===== src/rtl/sp_regs_pkg.sv =====
package sp_regs_pkg;
  localparam int DATA_W = 32;
  localparam int BYTE_W = 8;
  localparam int WIN_ADDR_W = 10;
  localparam int N_CFG = 5;

  typedef enum logic [2:0] {
    SEL_STAT  = 3'd0,
    SEL_DATA  = 3'd1,
    SEL_BAUD  = 3'd2,
    SEL_CTL1  = 3'd3,
    SEL_CTL2  = 3'd4,
    SEL_CTL3  = 3'd5,
    SEL_GUARD = 3'd6,
    SEL_NONE  = 3'd7
  } reg_sel_e;

  localparam int BIT_RXFULL = 5;
  localparam int BIT_TXDONE = 6;
  localparam int BIT_TXEMPT = 7;
  localparam int BIT_RXEN   = 2;
  localparam int BIT_PORTEN = 13;

  localparam logic [DATA_W-1:0] STAT_RST     = 32'h0000_00C0;
  localparam logic [DATA_W-1:0] IRQ_MASK     = 32'h0000_00E0;
  localparam logic [DATA_W-1:0] STAT_SET_MAX = 32'h0000_03FF;
  localparam logic [DATA_W-1:0] TX_LIMIT     = 32'h0000_F000;
  localparam logic [DATA_W-1:0] RD_DATA_MSK  = 32'h0000_03FF;
  localparam int CTL1_IDX = 1;
endpackage


===== src/rtl/sp_addr_decode.sv =====
module sp_addr_decode
  import sp_regs_pkg::*;
#(
  parameter int ADDR_W = WIN_ADDR_W
) (
  input  logic [ADDR_W-1:0] addr,
  output reg_sel_e          sel
);
  localparam int IDX_W = ADDR_W - 2;
  localparam int N_MAPPED = 7;

  logic [IDX_W-1:0] word_idx;
  assign word_idx = addr[ADDR_W-1:2];

  always_comb begin
    if (word_idx < IDX_W'(N_MAPPED)) sel = reg_sel_e'(word_idx[2:0]);
    else                             sel = SEL_NONE;
  end
endmodule


===== src/rtl/sp_cfg_bank.sv =====
module sp_cfg_bank #(
  parameter int NREG = 5,
  parameter int DW   = 32
) (
  input  logic                     clk,
  input  logic                     rst,
  input  logic [NREG-1:0]          wr_en,
  input  logic [DW-1:0]            wdata,
  output logic [NREG-1:0][DW-1:0]  regs
);
  for (genvar g = 0; g < NREG; g++) begin : g_word
    always_ff @(posedge clk) begin
      if (rst)           regs[g] <= '0;
      else if (wr_en[g]) regs[g] <= wdata;
    end

    // a word not written keeps its value
    a_r9_hold_word: assert property (@(posedge clk) disable iff (rst)
      !wr_en[g] |=> $stable(regs[g]));
    // a written word takes the full write value
    a_r9_take_word: assert property (@(posedge clk) disable iff (rst)
      wr_en[g] |=> regs[g] == $past(wdata));
  end
endmodule


===== src/rtl/sp_status_core.sv =====
module sp_status_core
  import sp_regs_pkg::*;
#(
  parameter int DW = DATA_W,
  parameter int BW = BYTE_W
) (
  input  logic          clk,
  input  logic          rst,
  input  logic          bus_valid,
  input  logic          bus_we,
  input  reg_sel_e      sel,
  input  logic [DW-1:0] wdata,
  input  logic [DW-1:0] ctl1,
  input  logic          rx_valid,
  input  logic [BW-1:0] rx_byte,
  output logic          rx_ready,
  output logic [DW-1:0] stat_q,
  output logic [DW-1:0] data_q,
  output logic          tx_valid,
  output logic [BW-1:0] tx_byte
);
  logic stat_wr, data_rd, data_wr, tx_go, rx_fire, rx_keep, rx_on;
  logic [DW-1:0] stat_n, data_n;

  assign stat_wr  = bus_valid &&  bus_we && (sel == SEL_STAT);
  assign data_rd  = bus_valid && !bus_we && (sel == SEL_DATA);
  assign data_wr  = bus_valid &&  bus_we && (sel == SEL_DATA);
  assign tx_go    = data_wr && (wdata < TX_LIMIT);
  assign rx_ready = !stat_q[BIT_RXFULL];
  assign rx_fire  = rx_valid && rx_ready;
  assign rx_on    = ctl1[BIT_PORTEN] && ctl1[BIT_RXEN];
  assign rx_keep  = rx_fire && rx_on;

  always_comb begin
    stat_n = stat_q;
    if (stat_wr) begin
      if (wdata <= STAT_SET_MAX) begin
        stat_n = wdata;
        stat_n[BIT_TXEMPT] = 1'b1;
      end else begin
        stat_n = stat_q & wdata;
      end
    end
    if (data_rd) stat_n[BIT_RXFULL] = 1'b0;
    if (rx_keep) stat_n[BIT_RXFULL] = 1'b1;
    if (tx_go)   stat_n[BIT_TXDONE] = 1'b1;
  end

  always_comb begin
    data_n = data_q;
    if (rx_keep) data_n = DW'(rx_byte);
  end

  always_ff @(posedge clk) begin
    if (rst) begin
      stat_q   <= STAT_RST;
      data_q   <= '0;
      tx_valid <= 1'b0;
      tx_byte  <= '0;
    end else begin
      stat_q   <= stat_n;
      data_q   <= data_n;
      tx_valid <= tx_go;
      if (tx_go) tx_byte <= wdata[BW-1:0];
    end
  end

  // stored byte lands in the data word and raises receive-full
  a_r4_store: assert property (@(posedge clk) disable iff (rst)
    rx_keep |=> stat_q[BIT_RXFULL] && (data_q[BW-1:0] == $past(rx_byte)));
  // a byte taken while disabled leaves the data word alone
  a_r4_drop: assert property (@(posedge clk) disable iff (rst)
    rx_fire && !rx_on |=> $stable(data_q));
  // no byte is taken while receive-full is set
  a_r3_blocked: assert property (@(posedge clk) disable iff (rst)
    stat_q[BIT_RXFULL] && !data_rd && !stat_wr |=> $stable(data_q));
  // a data read with receive-full set clears it
  a_r5_clear: assert property (@(posedge clk) disable iff (rst)
    data_rd && stat_q[BIT_RXFULL] |=> !stat_q[BIT_RXFULL]);
  // small status write keeps transmit-empty set
  a_r6_txe_forced: assert property (@(posedge clk) disable iff (rst)
    stat_wr && (wdata <= STAT_SET_MAX) |=> stat_q[BIT_TXEMPT]);
  // AND-mode status write never sets a bit that was clear
  a_r7_and_only: assert property (@(posedge clk) disable iff (rst)
    stat_wr && (wdata > STAT_SET_MAX) && !rx_keep && !tx_go
    |=> (stat_q & ~$past(stat_q)) == '0);
  // accepted data write pulses the transmit stream and sets complete
  a_r8_tx_pulse: assert property (@(posedge clk) disable iff (rst)
    tx_go |=> tx_valid && stat_q[BIT_TXDONE]);
  // large data write emits nothing
  a_r8_tx_ignored: assert property (@(posedge clk) disable iff (rst)
    data_wr && !tx_go |=> !tx_valid);
endmodule


===== src/rtl/sp_irq_gen.sv =====
module sp_irq_gen
  import sp_regs_pkg::*;
#(
  parameter int DW = DATA_W
) (
  input  logic          clk,
  input  logic          rst,
  input  logic [DW-1:0] stat,
  input  logic [DW-1:0] ctl1,
  output logic          irq
);
  logic [DW-1:0] active;
  assign active = stat & ctl1 & IRQ_MASK;

  always_ff @(posedge clk) begin
    if (rst) irq <= 1'b0;
    else     irq <= |active;
  end

  // with all interrupt enables off, the line stays low next cycle
  a_r2_quiet: assert property (@(posedge clk) disable iff (rst)
    ((ctl1 & IRQ_MASK) == '0) |=> !irq);
  // enabled transmit-empty flag raises the line next cycle
  a_r2_txe_raise: assert property (@(posedge clk) disable iff (rst)
    stat[BIT_TXEMPT] && ctl1[BIT_TXEMPT] |=> irq);
endmodule


===== src/rtl/serial_port_regs.sv =====
module serial_port_regs
  import sp_regs_pkg::*;
#(
  parameter int ADDR_W = WIN_ADDR_W,
  parameter int DW     = DATA_W,
  parameter int BW     = BYTE_W
) (
  input  logic              clk,
  input  logic              rst,
  input  logic              bus_valid,
  input  logic              bus_we,
  input  logic [ADDR_W-1:0] bus_addr,
  input  logic [DW-1:0]     bus_wdata,
  output logic [DW-1:0]     bus_rdata,
  input  logic              rx_valid,
  input  logic [BW-1:0]     rx_byte,
  output logic              rx_ready,
  output logic              tx_valid,
  output logic [BW-1:0]     tx_byte,
  output logic              irq
);
  localparam int CFG_BASE = int'(SEL_BAUD);

  reg_sel_e                 sel;
  logic [N_CFG-1:0]         cfg_wr;
  logic [N_CFG-1:0][DW-1:0] cfg_q;
  logic [DW-1:0]            stat_q, data_q, ctl1, rd_val;
  logic                     rd_now;

  sp_addr_decode #(.ADDR_W(ADDR_W)) u_dec (
    .addr (bus_addr),
    .sel  (sel)
  );

  always_comb begin
    for (int i = 0; i < N_CFG; i++)
      cfg_wr[i] = bus_valid && bus_we && (int'(sel) == CFG_BASE + i);
  end

  sp_cfg_bank #(.NREG(N_CFG), .DW(DW)) u_cfg (
    .clk   (clk),
    .rst   (rst),
    .wr_en (cfg_wr),
    .wdata (bus_wdata),
    .regs  (cfg_q)
  );

  assign ctl1 = cfg_q[CTL1_IDX];

  sp_status_core #(.DW(DW), .BW(BW)) u_core (
    .clk       (clk),
    .rst       (rst),
    .bus_valid (bus_valid),
    .bus_we    (bus_we),
    .sel       (sel),
    .wdata     (bus_wdata),
    .ctl1      (ctl1),
    .rx_valid  (rx_valid),
    .rx_byte   (rx_byte),
    .rx_ready  (rx_ready),
    .stat_q    (stat_q),
    .data_q    (data_q),
    .tx_valid  (tx_valid),
    .tx_byte   (tx_byte)
  );

  sp_irq_gen #(.DW(DW)) u_irq (
    .clk  (clk),
    .rst  (rst),
    .stat (stat_q),
    .ctl1 (ctl1),
    .irq  (irq)
  );

  always_comb begin
    unique case (sel)
      SEL_STAT: rd_val = stat_q;
      SEL_DATA: rd_val = data_q & RD_DATA_MSK;
      SEL_NONE: rd_val = '0;
      default:  rd_val = cfg_q[int'(sel) - CFG_BASE];
    endcase
  end

  assign rd_now = bus_valid && !bus_we;

  always_ff @(posedge clk) begin
    if (rst)         bus_rdata <= '0;
    else if (rd_now) bus_rdata <= rd_val;
    else             bus_rdata <= '0;
  end

  // unmapped reads return zero
  a_r10_unmapped_zero: assert property (@(posedge clk) disable iff (rst)
    rd_now && (sel == SEL_NONE) |=> bus_rdata == '0);
  // idle cycles leave read data at zero
  a_r10_idle_zero: assert property (@(posedge clk) disable iff (rst)
    !rd_now |=> bus_rdata == '0);
  // control-1 read shows the value held at the read edge
  a_r11_read_timing: assert property (@(posedge clk) disable iff (rst)
    rd_now && (sel == SEL_CTL1) |=> bus_rdata == $past(ctl1));
endmodule


===== config.mk =====
export PLATFORM = sky130hd
export DESIGN_NAME = serial_port_regs
export DESIGN_NICKNAME = d
export VERILOG_FILES = /design/src/rtl/sp_regs_pkg.sv /design/src/rtl/sp_addr_decode.sv /design/src/rtl/sp_cfg_bank.sv /design/src/rtl/sp_status_core.sv /design/src/rtl/sp_irq_gen.sv /design/src/rtl/serial_port_regs.sv
export SDC_FILE = /design/constraint.sdc
export NUM_CORES = 1
export LEC_CHECK = 0
export CAP_MARGIN = 20
export CORE_MARGIN = 8
export CORE_UTILIZATION = 30
export CTS_BUF_LIST = sky130_fd_sc_hd__clkbuf_8
export DETAILED_ROUTE_END_ITERATION = 16
export PLACE_DENSITY_LB_ADDON = 0.15
export SKIP_LAST_GASP = 1
export SLEW_MARGIN = 5
export SYNTH_ARGS = -nofsm -noshare
export SYNTH_HDL_FRONTEND = slang
export SYNTH_HIERARCHICAL = 1
export SYNTH_SLANG_ARGS = --single-unit

===== constraint.sdc =====
create_clock -name clk -period 5.35 [get_ports clk]
set_input_delay 1.3375 -clock clk [delete_from_list [all_inputs] [get_ports clk]]
set_output_delay 1.3375 -clock clk [all_outputs]
set_load 0.02 [all_outputs]

==> results.tsv, run 1 <==
metric	value	unit
PwrDens	292	mW/mm2
fin nets	1032	
final instance area	0.0120	mm2
GR Util All Layers	14.0	%
deepest clock path buffer count	3	
Crit Path Max Fanout	40	
sequential fraction of design power	51.5	%
syn_area_per_cell	11.5	um2
chip height	201	um
largest net degree at the start of global routing	77	
Critical Path End Type	flip-flop	
Slew HR	29.4	%
initial core utilization	30.5	%
Final Wtd Congestion	0.695	
placed cells	1380	
1st-iter DRT viols	343	
first-pass GRT wire length	44300	um
Critical Path Source Type	input port	
Yosys warnings	6	
layout cells sized above 1	18.3	%
status	finished, final reports clean	
via count	6980	
most frequent cells in the layout	dfxtp_1 (242), mux2i_1 (168), nor2_1 (167)	
Placed Instance Area	0.0112	mm2
Fin Setup TNS	0	ns
Setup CP Type	input port to flip-flop	
number of remaining DRC errors	0	
hold wc startpoint	u_core/stat_q[14]	
Psw	0.828	mW
DR WL/cell	19.9	um
final hold violation count	0	
Hold Crit Class	flip-flop to flip-flop	
vias in the first global route	7317	
Clk pwr share	44.9	%
min Tclk post-route	3.58	ns
post-route clock period utilization	66.8	%
Setup crit start	bus_addr[9]	
Critical R2R Launch	u_cfg/regs[45]	
htree depth	2	
Syn-to-layout area delta	17.3	%
core area	0.0336	mm2
n_diodes	0	
drt first pass iters	4	
clk slew on worst S/H paths	0.06	ns
cell-internal power	2.68	mW
Total Wirelength	28900	um
RSZ-0062 raised after global routing	false	
post-CTS sizing	0	
max_cap viols	0	
PortBufs	95	
Die Wd	201	um
cells after synthesis	888	
clk sinks	242	
Critical Path RT	5.82	ns
final setup vio count	0	
Achievable Freq	0.280	GHz
Final HPWL DP	17000	um
Lkg Pwr	4.06	nW
die area	0.0403	mm2
Via density	4.81	
Synth Cell Area	0.0102	mm2
worst slew pin tran	1.06	ns
final cell count without fillers	1452	
commonest non-fill, non-tap cell in the layout	dfxtp_1	
GRT overflow	0	
Antenna Violating Nets Remaining	0	
TritonCTS clock tree	yes	
# hold bufs at CTS	0	
CTS Buf Count	43	
Final Slew Violations	0	
# IOs	98	
worst path arrival time	4.05	ns
Peak supply drop	0.123	mV
antenna violations before repair	2	
FP Rows	67	
CTS Root Cell	clkbuf_8	
Comb pwr share	3.6	%
Clock Latency Late Sink	0.54	ns
Max Clock Skew	0.0143	ns
Net Sw Frac	23.6	%
Setup Fix Bufs, Post-CTS	0	
## layout make-up
| type | count | area, um2 |
|---|---|---|
| repair buffers | 120 | 1140 |
| flip-flops and latches | 242 | 4840 |
| multi-input cells | 567 | 4680 |
| clock buffers | 49 | 674 |
| fillers | 3404 | 21600 |
| clock inverters | 23 | 97.6 |
| inverters | 3 | 11.3 |
| well taps | 448 | 561 |
## state kept, by name (all words and copies together) (netlist names)
signal / count
u_cfg/regs: 160
bus_rdata: 32
u_core/stat_q: 32
u_core/data_q: 8
u_core/tx_byte: 8
u_core/tx_valid: 1
u_irq/irq: 1
## path summary, 6_finish.rpt
path         slack [ns]  depth (start not counted)           endpoint
max                1.77                          9   u_core/stat_q[0]
min                0.45                          1  u_core/stat_q[14]
max reg2reg        3.71                          4   u_core/data_q[1]
min reg2reg        0.45                          1  u_core/stat_q[14]
## power groups by stage
| stage | Sequential [mW] | Clock, mW | Combinational (mW) |
|---|---|---|---|
| after floorplan | 1.84 | 0 | 0.0521 |
| after global placement | 1.84 | 0 | 0.129 |
| after detailed placement | 1.84 | 0 | 0.128 |
| after CTS | 1.80 | 1.65 | 0.128 |
| after global routing | 1.80 | 1.73 | 0.136 |
| final | 1.81 | 1.58 | 0.127 |
## stage by stage
| step | power [mW] | hold slack [ns] | setup slack [ns] | utilization, % |
|---|---|---|---|---|
| 2_1_floorplan | 1.90 | 0.430 | 2.11 | - |
| 3_3_place_gp | 1.97 | 0.434 | 0.746 | 33.4 |
| 3_5_place_dp | 1.97 | 0.438 | 1.21 | 33.4 |
| 4_1_cts | 3.58 | 0.446 | 1.77 | 35.7 |
| 5_1_grt | 3.67 | 0.450 | 1.49 | 35.7 |
| 6_report | 3.51 | 0.446 | 1.77 | 35.7 |
## per-layer routing
layer / routed length [um] / vias to the layer above / GRT usage [%]
li1: - / 3368 / -
met1: 13900 / 3398 / 18.6
met2: 13100 / 155 / 22.4
met3: 1220 / 55 / 2.89
met4: 643 / 4 / 4.26
met5: 27 / - / 0
## worst max-delay path, cell delays in order
cell	delay, ns
clkdlybuf4s50_1	0.41
nor4_2	0.41
nand2_2	0.14
buf_4	0.41
nor3b_1	0.28
nand3_1	0.17
nor4_4	0.26
buf_4	0.37
o221a_2	0.24
Power figures use the tool's default switching activity.
==> run 2, diff against run 1 <==
- clock period: 5.35 -> 3.3 ns (I/O delays scaled with it)
==> run 2 against run 1 <==
  * Via count grew 1.3%
  * Sequential share of layout area shrank 2.3 points
  * Register-to-register slack lost 1.8 ns
==> results.tsv, run 2 (synthesis gave the netlist of run 1 again) <==
metric	value	unit	change
# IOs	98		unchanged
clk slew on worst S/H paths	0.05	ns	about the same
die area	0.0403	mm2	unchanged
fin nets	1079		+4.6%
via count	7072		+1.3%
layout cells sized above 1	22.9	%	+4.6 points
most frequent cells in the layout	dfxtp_1 (242), mux2i_1 (168), nor2_1 (167)		
Critical Path RT	3.69	ns	-2.13 ns
Final HPWL DP	18500	um	+8.8%
largest net degree at the start of global routing	73		-5.2%
Final Power	6.05	mW	+72%
GRT overflow	0		unchanged
slowest stage delay, CP	0.42	ns	about the same
Comb pwr share	3.8	%	+0.2 points
Top Family by Delay on Critical Path	simple AND/OR/NAND/NOR gates		
Via density	4.70		-2.2%
placed cells	1426		+3.3%
status	finished, final reports clean		
final setup vio count	0		unchanged
htree depth	2		unchanged
Lkg Pwr	4.39	nW	+8.3%
FP Rows	67		unchanged
deepest clock path buffer count	3		unchanged
Final Slew Violations	0		unchanged
Worst R2R Path Depth	4		unchanged
largest register by flop count	u_cfg/regs		
PwrDens	474	mW/mm2	+62%
Total Wirelength	28500	um	-1.2%
Peak supply drop	0.218	mV	+77%
Critical Path Source Type	input port		
hold depth	1		unchanged
Die Wd	201	um	unchanged
cell-internal power	4.65	mW	+73%
commonest non-fill, non-tap cell in the layout	dfxtp_1		
Clk pwr share	47.8	%	+2.9 points
Regs by FF count	u_cfg/regs (160), bus_rdata (32), u_core/stat_q (32)		
clk sinks	242		unchanged
Fin Setup TNS	0	ns	unchanged
Antenna Violating Nets Remaining	0		unchanged
sequential fraction of design power	48.4	%	-3.1 points
Achievable Freq	0.368	GHz	
number of remaining DRC errors	0		unchanged
slowest CP cell	nor4bb_4		
DR WL/cell	19.0	um	-4.7%
post-CTS sizing	0		unchanged
chip height	201	um	unchanged
Most common cell on crit path	buf_4		
CTS Buf Count	44		+2.3%
final hold violation count	0		unchanged
vias in the first global route	7521		+2.8%
TritonCTS clock tree	yes		
first-pass GRT wire length	44800	um	+1.0%
initial core utilization	30.5	%	unchanged
Slew HR	46.7	%	+17 points
antenna violations before repair	2		unchanged
Clock Latency Late Sink	0.57	ns	+0.03 ns
worst path arrival time	3.10	ns	-0.95 ns
Net Sw Frac	23.1	%	-0.45 points
post-route clock period utilization	82.3	%	
worst slew pin tran	0.799	ns	-0.258 ns
Buffers & Inverters on Critical Path	3		unchanged
Final Wtd Congestion	0.689		-0.79%
Hold Crit Class	flip-flop to flip-flop		
PortBufs	95		unchanged
Syn-to-layout area delta	24.5	%	
core area	0.0336	mm2	unchanged
drt first pass iters	5		+1
Setup Fix Bufs, Post-CTS	0		unchanged
max reg flops	160		unchanged
WP depth	8		-1
cell chain of the critical path	clkdlybuf4s50_1 > nor4_2 > nand2_1 > buf_4 > nor4bb_4 > buf_4 > mux2i_1 > nor2_1		
1st-iter DRT viols	316		-7.9%
min Tclk post-route	2.71	ns	
Critical Path End Type	flip-flop		
Psw	1.40	mW	+69%
Setup CP Type	input port to flip-flop		
Max Clock Skew	0.0426	ns	+0.0283 ns
RSZ-0062 raised after global routing	false		
max_cap viols	0		unchanged
GR Util All Layers	14.0	%	about the same
final cell count without fillers	1505		+3.7%
# hold bufs at CTS	0		unchanged
Crit Path Max Fanout	17		-57%
CTS Root Cell	clkbuf_8		
-- run 2: area by class of cell --
class	count	area (um2)
Timing Repair Buffer	166	1730
Fill cell	3323	20900
Clock buffer	57	785
Antenna cell	1	2.50
Inverter	3	11.3
Sequential cell	242	4840
Clock inverter	21	129
Tap cell	448	561
Multi-Input combinational cell	567	4680
-- run 2: power groups by stage --
stage | Clock, mW | Combinational (mW) | Sequential, mW
after global placement | 0 | 0.234 | 2.99
after global routing | 3.14 | 0.246 | 2.92
after floorplan | 0 | 0.0844 | 2.99
final | 2.89 | 0.228 | 2.93
after CTS | 3.01 | 0.233 | 2.93
after detailed placement | 0 | 0.233 | 2.99
-- run 2: metrics by stage --
step	cell area, um2	setup WS, ns	hold slack (ns)	utilization [%]
floorplan	10200	0.572	0.430	-
global placement	11800	0.0321	0.434	35.2
detailed placement	11800	0.0134	0.439	35.2
CTS	12700	0.588	0.447	37.9
global route	12700	0.350	0.461	37.9
finish	12700	0.585	0.444	37.9
-- run 2: final timing paths --
path / startpoint / end / slack (ns)
worst max-delay path: bus_addr[9] / u_cfg/regs[34] / 0.59
worst min-delay path: u_core/stat_q[14] / u_core/stat_q[14] / 0.44
worst max register to register: u_cfg/regs[45] / u_core/stat_q[5] / 1.94
worst min register to register: u_core/stat_q[14] / u_core/stat_q[14] / 0.44
-- run 2: per-layer routing --
| layer | vias up | share of wire [%] | wire length, um | track usage, % |
|---|---|---|---|---|
| li1 | 3481 | - | - | - |
| met1 | 3397 | 47 | 13500 | 18.3 |
| met2 | 137 | 46 | 13200 | 22.5 |
| met3 | 55 | 4.2 | 1200 | 3.00 |
| met4 | 2 | 2.4 | 680 | 4.70 |
| met5 | - | 0.046 | 13 | 0 |
==> run 3, diff against run 2 <==
- clock period: 3.3 -> 2.25 ns (I/O delays scaled with it)
==> run 3 against run 2 <==
  * The run now ends with setup timing left
  * Largest cell class unchanged
  * Clock skew decreased by 0.028 ns
  * Via count increased by 1.9%
  * Critical path depth increased by 4
  * Flip-flop and latch count unchanged
  * Utilization increased by 0.55 points
  * Sequential share of layout area decreased by 0.54 points
  * Cell count increased by 1.4%
  * Die area unchanged
==> results.tsv, run 3 (synthesis gave the netlist of run 1 again) <==
metric	value	unit	change
# IOs	98		unchanged
final hold violation count	0		unchanged
clk sinks	242		unchanged
Critical Path RT	2.65	ns	-1.04 ns
Fin Setup TNS	-0.00138	ns	-0.00138 ns
RSZ-0062 raised after global routing	true		
sequential fraction of design power	51.6	%	+3.2 points
final instance area	0.0129	mm2	+1.4%
Die Wd	201	um	unchanged
Syn-to-layout area delta	26.3	%	
Achievable Freq	0.444	GHz	
fin nets	1113		+3.2%
violated checks	setup timing		
sequential cell area	0.00484	mm2	unchanged
FP Rows	67		unchanged
DR WL/cell	19.4	um	+2.6%
initial core utilization	30.5	%	unchanged
Final Slew Violations	0		unchanged
vias in the first global route	7539		+0.24%
n_diodes	0		-1
commonest non-fill, non-tap cell in the layout	dfxtp_1		
Total Wirelength	29700	um	+4.0%
number of remaining DRC errors	0		unchanged
Final HPWL DP	19300	um	+4.5%
worst path arrival time	2.65	ns	-0.45 ns
Lkg Pwr	4.57	nW	+4.0%
htree depth	2		unchanged
GRT overflow	0		unchanged
die area	0.0403	mm2	unchanged
min Tclk post-route	2.25	ns	
antenna violations before repair	0		-2
slowest stage delay, CP	0.50	ns	+0.08 ns
status	finished, violations left		
most frequent cells in the layout	dfxtp_1 (242), mux2i_1 (168), nor2_1 (167)		
worst slew pin tran	0.637	ns	-0.162 ns
Critical Path End Type	flip-flop		
clk slew on worst S/H paths	0.06	ns	about the same
Top Family by Delay on Critical Path	buffers and inverters		
Placed Instance Area	0.0120	mm2	+1.4%
multi-input logic area	0.00473	mm2	+1.0%
Via density	4.72		+0.49%
Psw	1.93	mW	+38%
Net Sw Frac	23.2	%	about the same
PortBufs	95		unchanged
final setup margin	-0.00138	ns	-0.587 ns
slowest CP cell	clkdlybuf4s50_1		
Final Wtd Congestion	0.710		+3.0%
Clk pwr share	44.0	%	-3.8 points
Comb pwr share	4.4	%	+0.6 points
placed cells	1448		+1.5%
Regs by FF count	u_cfg/regs (160), bus_rdata (32), u_core/stat_q (32)		
CTS Root Cell	clkbuf_8		
chip height	201	um	unchanged
max reg flops	160		unchanged
post-route clock period utilization	100	%	
max_cap viols	0		unchanged
GR Util All Layers	14.3	%	+0.32 points
Min Hold Slack	0.446	ns	+0.00173 ns
Fill cells	3279		-1.3%
1st-iter DRT viols	349		+10%
Clock Latency Late Sink	0.54	ns	-0.03 ns
via count	7206		+1.9%
deepest clock path buffer count	3		unchanged
cell-internal power	6.39	mW	+38%
Slew HR	57.5	%	+11 points
final setup vio count	1		+1
core area	0.0336	mm2	unchanged
largest register by flop count	u_cfg/regs		
largest net degree at the start of global routing	117		+60%
cell chain of the critical path	clkdlybuf4s50_1 > nor4_4 > buf_4 > nand2_2 > buf_6 > nand3_2 > buf_4 > nor3_4 > buf_4 > buf_12 > mux2i_1 > nor2_1		
Critical Path Source Type	input port		
Hold Crit Class	flip-flop to flip-flop		
CTS Buf Count	43		-2.3%
layout cells sized above 1	24.5	%	+1.6 points
Peak supply drop	0.324	mV	+49%
PwrDens	643	mW/mm2	+36%
Crit Path Max Fanout	13		-4
final cell count without fillers	1526		+1.4%
drt first pass iters	6		+1
TritonCTS clock tree	yes		
Most common cell on crit path	buf_4		
Setup CP Type	input port to flip-flop		
Buffers & Inverters on Critical Path	6		+3
Max Clock Skew	0.0144	ns	-0.0282 ns
Antenna Violating Nets Remaining	0		unchanged
first-pass GRT wire length	46000	um	+2.6%
==> run 3: cell types whose count changed in the layout (fill, tap and decap cells not counted), moves of 3 or more <==
cell and change:
buf_4 +28, clkbuf_8 -8, buf_6 +5, clkdlybuf4s50_1 -4, clkinv_2 -3, dlygate4sd2_1 +3
==> run 3: metrics by stage <==
stage / utilization [%] / power, mW / setup WS [ns]
after floorplan: - / 4.51 / -0.0361
after global placement: 35.7 / 4.75 / -0.665
after detailed placement: 35.7 / 4.75 / -0.675
after CTS: 38.3 / 8.47 / 0.000559
after global routing: 38.5 / 8.69 / -0.0498
final: 38.5 / 8.32 / -0.00138
==> run 3: final timing paths <==
kind	start	endpoint	slack (ns)	cells after the start
worst max-delay path	bus_addr[7]	u_cfg/regs[65]	-0.001	12
worst min-delay path	u_core/stat_q[14]	u_core/stat_q[14]	0.45	1
worst max register to register	u_core/stat_q[5]	u_core/stat_q[5]	0.84	4
worst min register to register	u_core/stat_q[14]	u_core/stat_q[14]	0.45	1
==> run 3: cell type report <==
cell class / instances / area share [%]
well taps: 448 / 4.33
clock buffers: 49 / 5.21
flip-flops and latches: 242 / 37.5
repair buffers: 201 / 15.8
clock inverters: 16 / 0.464
multi-input cells: 567 / 36.6
inverters: 3 / 0.0871
==> run 3: routing by layer <==
| layer | part of all wire [%] | GRT usage, % | up-vias | wire length (um) |
|---|---|---|---|---|
| met5 | 0 | 0 | - | 0 |
| met4 | 1.5 | 3.78 | 0 | 449 |
| met1 | 48 | 19.4 | 3500 | 14200 |
| met2 | 46 | 23.0 | 139 | 13700 |
| met3 | 4.7 | 2.74 | 31 | 1390 |
| li1 | - | - | 3536 | - |
==> run 3: power by group through the flow <==
stage	clock [mW]	sequential [mW]	combinational [mW]
floorplan	0	4.38	0.127
global placement	0	4.39	0.367
detailed placement	0	4.39	0.366
CTS	3.80	4.29	0.370
global route	4.01	4.29	0.393
finish	3.66	4.29	0.366
==> run 3: what timing repair did <==
item	4_1_cts	5_1_grt
cloned	1	1
pin swaps	3	4
setup endpoints to repair	92	205
hold buffers	0	0
buffers inserted	8	3
gates resized for setup	10	8
